$ cat src/rtl/hreg_pkg.sv
package hreg_pkg;

  typedef enum logic [2:0] {
    LK_RES, LK_SHARED, LK_SPLIT, LK_RO, LK_WO, LK_BSEL
  } loc_kind_e;

  function automatic logic is_common(input int w, input int bsel, input int clast);
    return (w <= clast) || (w == bsel);
  endfunction

  // Location class for a (bank, word) pair.
  function automatic loc_kind_e loc_kind(input int b, input int w,
                                         input int bsel, input int clast);
    if (w == bsel) return LK_BSEL;
    if (w <= clast) begin
      case (w)
        0, 2:    return LK_SHARED;
        1, 4:    return LK_RO;
        3, 5:    return LK_SPLIT;
        default: return LK_RES;
      endcase
    end
    case (b)
      0: begin
        if (w == 10) return LK_WO;
        if (w == 8 || w == 9 || (w >= 11 && w <= 18) || w == 24 || w == 25)
          return LK_SPLIT;
        if ((w >= 20 && w <= 23) || w == 28 || w == 29) return LK_RO;
        return LK_RES;
      end
      1: begin
        if (w >= 8 && w <= 15)  return LK_SPLIT;
        if (w >= 16 && w <= 23) return LK_SHARED;
        return LK_RES;
      end
      2: begin
        if (w >= 8 && w <= 19) return LK_SHARED;
        return LK_RES;
      end
      default: return LK_RES;
    endcase
  endfunction

endpackage

$ cat src/rtl/hreg_bus_front.sv
module hreg_bus_front #(
  parameter int AW = 5,
  parameter int DW = 16
) (
  input  logic          clk,
  input  logic          rst,
  input  logic          style_68_i,
  input  logic          addr_mux_i,
  input  logic          cs_n_i,
  input  logic [AW-1:0] a_i,
  input  logic          ale_i,
  input  logic          rd_rw_i,
  input  logic          wr_ds_i,
  input  logic [DW-1:0] data_i,
  output logic          rd_act_o,
  output logic [AW-1:0] rd_word_o,
  output logic          wcommit_o,
  output logic [AW-1:0] wword_o,
  output logic [DW-1:0] wdata_o
);
  logic          cs_s, rdrw_s, wrds_s, ale_s;
  logic [AW-1:0] a_s, alat;
  logic [DW-1:0] d_s;
  logic          wr_act, wr_act_q;
  logic [AW-1:0] word;

  // Input sampling stage; the address latch follows the bus while ALE is high.
  always_ff @(posedge clk) begin
    if (rst) begin
      cs_s   <= 1'b1;
      rdrw_s <= 1'b1;
      wrds_s <= 1'b1;
      ale_s  <= 1'b0;
      a_s    <= '0;
      d_s    <= '0;
      alat   <= '0;
    end else begin
      cs_s   <= cs_n_i;
      rdrw_s <= rd_rw_i;
      wrds_s <= wr_ds_i;
      ale_s  <= ale_i;
      a_s    <= a_i;
      d_s    <= data_i;
      if (ale_s) alat <= d_s[AW:1];
    end
  end

  always_comb begin
    word = addr_mux_i ? alat : a_s;
    if (style_68_i) begin
      rd_act_o = !cs_s && !wrds_s && rdrw_s;
      wr_act   = !cs_s && !wrds_s && !rdrw_s;
    end else begin
      rd_act_o = !cs_s && !rdrw_s && wrds_s;
      wr_act   = !cs_s && !wrds_s;
    end
  end

  // Capture while the write strobe is active, commit when it ends.
  always_ff @(posedge clk) begin
    if (rst) begin
      wr_act_q <= 1'b0;
      wword_o  <= '0;
      wdata_o  <= '0;
    end else begin
      wr_act_q <= wr_act;
      if (wr_act) begin
        wword_o <= word;
        wdata_o <= d_s;
      end
    end
  end

  assign wcommit_o = wr_act_q && !wr_act;
  assign rd_word_o = word;
endmodule

$ cat src/rtl/hreg_bank_sel.sv
module hreg_bank_sel #(
  parameter int NBANK     = 3,
  parameter int AW        = 5,
  parameter int DW        = 16,
  parameter int BSEL_WORD = 31,
  localparam int BW = $clog2(NBANK)
) (
  input  logic          clk,
  input  logic          rst,
  input  logic          wcommit_i,
  input  logic [AW-1:0] wword_i,
  input  logic [DW-1:0] wdata_i,
  output logic [BW-1:0] bank_o
);
  always_ff @(posedge clk) begin
    if (rst)
      bank_o <= '0;
    else if (wcommit_i && wword_i == AW'(BSEL_WORD) && wdata_i < DW'(NBANK))
      bank_o <= wdata_i[BW-1:0];
  end
endmodule

$ cat src/rtl/hreg_store.sv
module hreg_store
  import hreg_pkg::*;
#(
  parameter int NBANK       = 3,
  parameter int AW          = 5,
  parameter int DW          = 16,
  parameter int BSEL_WORD   = 31,
  parameter int COMMON_LAST = 7,
  localparam int BW    = $clog2(NBANK),
  localparam int DEPTH = NBANK << AW,
  localparam int IW    = $clog2(DEPTH)
) (
  input  logic          clk,
  input  logic [BW-1:0] bank_i,
  input  logic          wcommit_i,
  input  logic [AW-1:0] wword_i,
  input  logic [DW-1:0] wdata_i,
  input  logic          eng_we_i,
  input  logic [BW-1:0] eng_bank_i,
  input  logic [AW-1:0] eng_word_i,
  input  logic [DW-1:0] eng_data_i,
  input  logic [AW-1:0] rd_word_i,
  output logic [DW-1:0] set_q_o,
  output logic [DW-1:0] disp_q_o
);
  logic [DW-1:0] set_mem  [DEPTH];
  logic [DW-1:0] disp_mem [DEPTH];
  loc_kind_e     wkind;
  logic          eng_ok;

  function automatic logic [IW-1:0] idx_of(input logic [BW-1:0] b, input logic [AW-1:0] w);
    if (is_common(int'(w), BSEL_WORD, COMMON_LAST)) return IW'(w);
    return IW'({b, w});
  endfunction

  assign wkind  = loc_kind(int'(bank_i), int'(wword_i), BSEL_WORD, COMMON_LAST);
  assign eng_ok = is_common(int'(eng_word_i), BSEL_WORD, COMMON_LAST) ||
                  (eng_bank_i < BW'(NBANK));

  // Host side: setting storage, one write port, one registered read port.
  always_ff @(posedge clk) begin
    if (wcommit_i && (wkind == LK_SHARED || wkind == LK_SPLIT || wkind == LK_WO))
      set_mem[idx_of(bank_i, wword_i)] <= wdata_i;
    set_q_o <= set_mem[idx_of(bank_i, rd_word_i)];
  end

  // Engine side: display storage.
  always_ff @(posedge clk) begin
    if (eng_we_i && eng_ok)
      disp_mem[idx_of(eng_bank_i, eng_word_i)] <= eng_data_i;
    disp_q_o <= disp_mem[idx_of(bank_i, rd_word_i)];
  end
endmodule

$ cat src/rtl/hreg_port.sv
module hreg_port
  import hreg_pkg::*;
#(
  parameter int NBANK       = 3,
  parameter int AW          = 5,
  parameter int DW          = 16,
  parameter int BSEL_WORD   = 31,
  parameter int COMMON_LAST = 7,
  localparam int BW = $clog2(NBANK)
) (
  input  logic          clk,
  input  logic          rst,
  input  logic          style_68_i,
  input  logic          addr_mux_i,
  input  logic          cs_n_i,
  input  logic [AW-1:0] a_i,
  input  logic          ale_i,
  input  logic          rd_rw_i,
  input  logic          wr_ds_i,
  input  logic [DW-1:0] data_i,
  output logic [DW-1:0] data_o,
  output logic          data_oe_o,
  input  logic          eng_we_i,
  input  logic [BW-1:0] eng_bank_i,
  input  logic [AW-1:0] eng_word_i,
  input  logic [DW-1:0] eng_data_i
);
  logic          rd_act, wcommit;
  logic [AW-1:0] rd_word, wword;
  logic [DW-1:0] wdata, set_q, disp_q;
  logic [BW-1:0] bank, bank_rq;
  logic          act_q;
  loc_kind_e     kind_q;
  logic [DW-1:0] rd_mux;

  hreg_bus_front #(.AW(AW), .DW(DW)) u_front (
    .clk(clk), .rst(rst), .style_68_i(style_68_i), .addr_mux_i(addr_mux_i),
    .cs_n_i(cs_n_i), .a_i(a_i), .ale_i(ale_i), .rd_rw_i(rd_rw_i),
    .wr_ds_i(wr_ds_i), .data_i(data_i), .rd_act_o(rd_act), .rd_word_o(rd_word),
    .wcommit_o(wcommit), .wword_o(wword), .wdata_o(wdata)
  );

  hreg_bank_sel #(.NBANK(NBANK), .AW(AW), .DW(DW), .BSEL_WORD(BSEL_WORD)) u_bank (
    .clk(clk), .rst(rst), .wcommit_i(wcommit), .wword_i(wword),
    .wdata_i(wdata), .bank_o(bank)
  );

  hreg_store #(.NBANK(NBANK), .AW(AW), .DW(DW), .BSEL_WORD(BSEL_WORD),
               .COMMON_LAST(COMMON_LAST)) u_store (
    .clk(clk), .bank_i(bank), .wcommit_i(wcommit), .wword_i(wword),
    .wdata_i(wdata), .eng_we_i(eng_we_i), .eng_bank_i(eng_bank_i),
    .eng_word_i(eng_word_i), .eng_data_i(eng_data_i), .rd_word_i(rd_word),
    .set_q_o(set_q), .disp_q_o(disp_q)
  );

  // Stage 2: classify the location alongside the storage read.
  always_ff @(posedge clk) begin
    if (rst) begin
      act_q   <= 1'b0;
      kind_q  <= LK_RES;
      bank_rq <= '0;
    end else begin
      act_q   <= rd_act;
      kind_q  <= loc_kind(int'(bank), int'(rd_word), BSEL_WORD, COMMON_LAST);
      bank_rq <= bank;
    end
  end

  always_comb begin
    case (kind_q)
      LK_SHARED:       rd_mux = set_q;
      LK_SPLIT, LK_RO: rd_mux = disp_q;
      LK_BSEL:         rd_mux = DW'(bank_rq);
      default:         rd_mux = '0;
    endcase
  end

  // Stage 3: registered bus outputs.
  always_ff @(posedge clk) begin
    if (rst) begin
      data_oe_o <= 1'b0;
      data_o    <= '0;
    end else begin
      data_oe_o <= act_q;
      data_o    <= act_q ? rd_mux : '0;
    end
  end
endmodule

$ cat config.mk
export PLATFORM = sky130hd
export DESIGN_NAME = hreg_port
export DESIGN_NICKNAME = d
export VERILOG_FILES = /design/src/rtl/hreg_pkg.sv /design/src/rtl/hreg_bus_front.sv /design/src/rtl/hreg_bank_sel.sv /design/src/rtl/hreg_store.sv /design/src/rtl/hreg_port.sv
export SDC_FILE = /design/constraint.sdc
export NUM_CORES = 2
export LEC_CHECK = 0
export ABC_CLOCK_PERIOD_IN_PS = 11510
export BUFFER_PORTS_ARGS = -buffer_cell sky130_fd_sc_hd__buf_4
export CAP_MARGIN = 30
export CORE_MARGIN = 1
export CORE_UTILIZATION = 47
export CTS_CLUSTER_DIAMETER = 80
export DETAILED_ROUTE_END_ITERATION = 6
export PLACE_DENSITY = 0.67
export SYNTH_ARGS = -nofsm -noshare
export SYNTH_HDL_FRONTEND = slang
export SYNTH_SLANG_ARGS = --single-unit
$ cat constraint.sdc
create_clock -name clk -period 11.51 [get_ports clk]
set_clock_uncertainty 0.2 [all_clocks]
set_input_delay 1.151 -clock clk [delete_from_list [all_inputs] [get_ports clk]]
set_output_delay 1.151 -clock clk [all_outputs]
set_load 0.01 [all_outputs]
==> results.yml <==
timing:
  finalCriticalPeriod_ns: 4.90
  worst_pin_slew_ns: 1.06
  setup_viol: 0
  relSlewSlack: 0.289
  hold_ws_ns: 0.216
  tns_ns: 0
  slew_violations: 0
  rsz0062_at_grt: "false"
  clock.fmax_ghz: 0.204
  hold_violations: 0
  fin_ws_ns: 6.61
  period_share: 0.426
floorplan:
  dieArea_um2: 235000
  fp.dieW_um: 484
  fp.dieH_um: 484
  start_util: 0.474
  top_level_ports: 70
  rows: 176
  core_area_um2: 231000
critical_path:
  cp-end-kind: "flip-flop"
  critPathMostFrequentCell: "buf_4"
  crit_chain: "buf_4 > mux2_8 > buf_12 > buf_4 > mux4_2 > nand2_1 > a31oi_1 > o211ai_1 > nand3_1"
  reg2regPathDepth: 8
  arrival_ns: 5.50
  cp_max_fo: 93
  max_stage_delay_ns: 0.79
  required_ns: 12.11
  path_class: "input port to flip-flop"
  slowest_stage: "buf_4"
  cp-start-kind: "input port"
logic_synthesis:
  ys_seq_area_frac: 0.776
  synthArstFlopShare: 0
  synth-main-ff-cell: "edfxtp_1"
  netlist_area_um2: 109000
  syn_inst: 5369
  ys_types: 68
  yosysWarnings: 0
  synth-edff-count: 2752
  synth-seq-cells: 2861
  syn_avg_cell_area_um2: 20.4
finish:
  syn_to_final_growth_pct: 16.1
  fillers: 17500
  fin_nets: 6525
  postLayoutCoreUtil: 0.551
  regArea_um2: 84800
  final_common_cell: "edfxtp_1"
  layout_common_cells: "2,752 x edfxtp_1, 784 x conb_1, 638 x mux4_2, 509 x nand2_1, 311 x clkbuf_16"
  drive_above_1_share: 0.218
  multi_input_area_um2: 26300
cts:
  post_cts_buffers: 0
  cts_resized: 0
  clock-root-buffer: "clkbuf_16"
  clk_pin_slew_ns: 0.06
  cts_made_buffers: 304
  cts_max_path_buffers: 4
  cts_tree: "built"
  clkSinkCount: 2861
  clock_latency_ns: 0.94
  h-tree-depth: 5
  hold_buffers: 0
global_route:
  globalRouteMet3Util: 0.0493
  grt_pass1_vias: 56600
  met1_usage: 0.333
  overflow: 0
  grt_max_degree: 114
  grt_pass1_wl_um: 400000
  top_usage_layer: "met2"
  grt_use_total: 0.238
  antenna_found_initial: 11
  grtUsageMet2: 0.375
min_path:
  holdCritPathClass: "input port to flip-flop"
  whs_path_depth: 2
route:
  wirelength_um: 279000
  vias_per_cell: 5.88
  first_pass_iters: 5
  wire_per_inst_um: 28.8
  num_vias: 57100
  ant_nets: 0
  drt_iter0_markers: 7443
  drcViolationCount: 0
place:
  dpl.hpwl_um: 158000
  gp_congestion: 0.828
  dp_slack_ns: 5.59
  portBuffers: 69
power_and_ir_drop:
  peakVddDrop_uv: 149
  leakagePower_nw: 42.3
  power.density_nw_per_um2: 172
run:
  drv_cap: 0
run_status:
  status: "finished clean"
cell families (layout without fill, tap and decap cells):
logic type,after synthesis,after routing,share of synthesized area
AO/OA/AOI/OAI,494,494,0.0302
multiplexers,757,757,0.143
other,1,788,0.0000343
AND/OR/NAND/NOR,944,944,0.0374
flip-flops,2861,2861,0.776
buffers and inverters,312,844,0.0139
cell type report:
class	instances	share of cell area
multi-input cells	2979	0.208
well taps	3026	0.0298
flip-flops and latches	2861	0.668
clock buffers	386	0.0642
inverters	4	0.000118
clock inverters	132	0.00769
diodes	4	0.0000789
repair buffers	322	0.0222
layer usage:
layer	up-vias	wire length, µm
met5	-	80
met4	8	9580
met3	528	27700
met2	3017	133000
met1	30000	109000
li1	23500	-
sequential cells by signal, indices dropped and copies added, names as in the netlist, 16 cells and up:
signal and flops:
u_store.disp_mem 1376, u_store.set_mem 1376, data_o 16, u_front.d_s 16
u_front.wdata_o 16, u_store.disp_q_o 16, u_store.set_q_o 16
stage by stage:
step                power [mW]  cell area, µm²  cells
floorplan                 12.4          112000   6152
global placement          12.8          117000   9165
detailed placement        12.9          118000   9183
CTS                       21.9          127000   9701
global route              22.4          127000   9711
finish                    21.8          127000   9714
critical path: cells and delay by family:
| kind | cells | cell delay (ns) |
|---|---|---|
| buffers and inverters | 3 | 1.69 |
| muxes | 2 | 1.26 |
| and+or+nand+nor | 2 | 0.25 |
| AOI/OAI and AO/OA | 2 | 0.80 |
synth_stat cells (20+ instances only):
cell / instances / area, µm²
edfxtp_1: 2752 / 82600
mux4_2: 638 / 14400
nand2_1: 509 / 1910
a21oi_1: 158 / 791
nor2_1: 149 / 559
clkbuf_1: 131 / 492
mux2i_1: 110 / 1100
dfxtp_1: 109 / 2180
nand3_1: 100 / 500
buf_2: 87 / 435
nor3_1: 61 / 305
a22oi_1: 56 / 420
a211oi_1: 40 / 300
a31oi_1: 39 / 244
buf_4: 39 / 293
buf_1: 38 / 143
nor2b_1: 33 / 206
o21ai_0: 31 / 155
o22ai_1: 24 / 150
a2111oi_0: 23 / 201
o221ai_1: 22 / 193
nor4_1: 21 / 131
and3_1: 20 / 125
o211ai_1: 20 / 150
where the power goes:
group / internal [mW] / switching (mW) / leakage (nW)
clock: 5.25 / 3.86 / 4.48
combinational: 0.368 / 0.673 / 10.6
sequential: 11.5 / 0.0772 / 27.1
total: 17.2 / 4.61 / 42.3
final timing paths:
check                                                from                           end  slack, ns
worst min-delay path                              rd_rw_i     u_front.rdrw_s$_SDFF_PP1_       0.22
worst min register to register    u_front.cs_s$_SDFF_PP1_              act_q$_SDFF_PP0_       0.23
worst max-delay path                           addr_mux_i  u_store.disp_q_o[13]$_DFF_P_       6.61
worst max register to register  u_front.a_s[0]$_SDFF_PP0_  u_store.disp_q_o[13]$_DFF_P_       6.71
(Power assumes the default switching activity.)
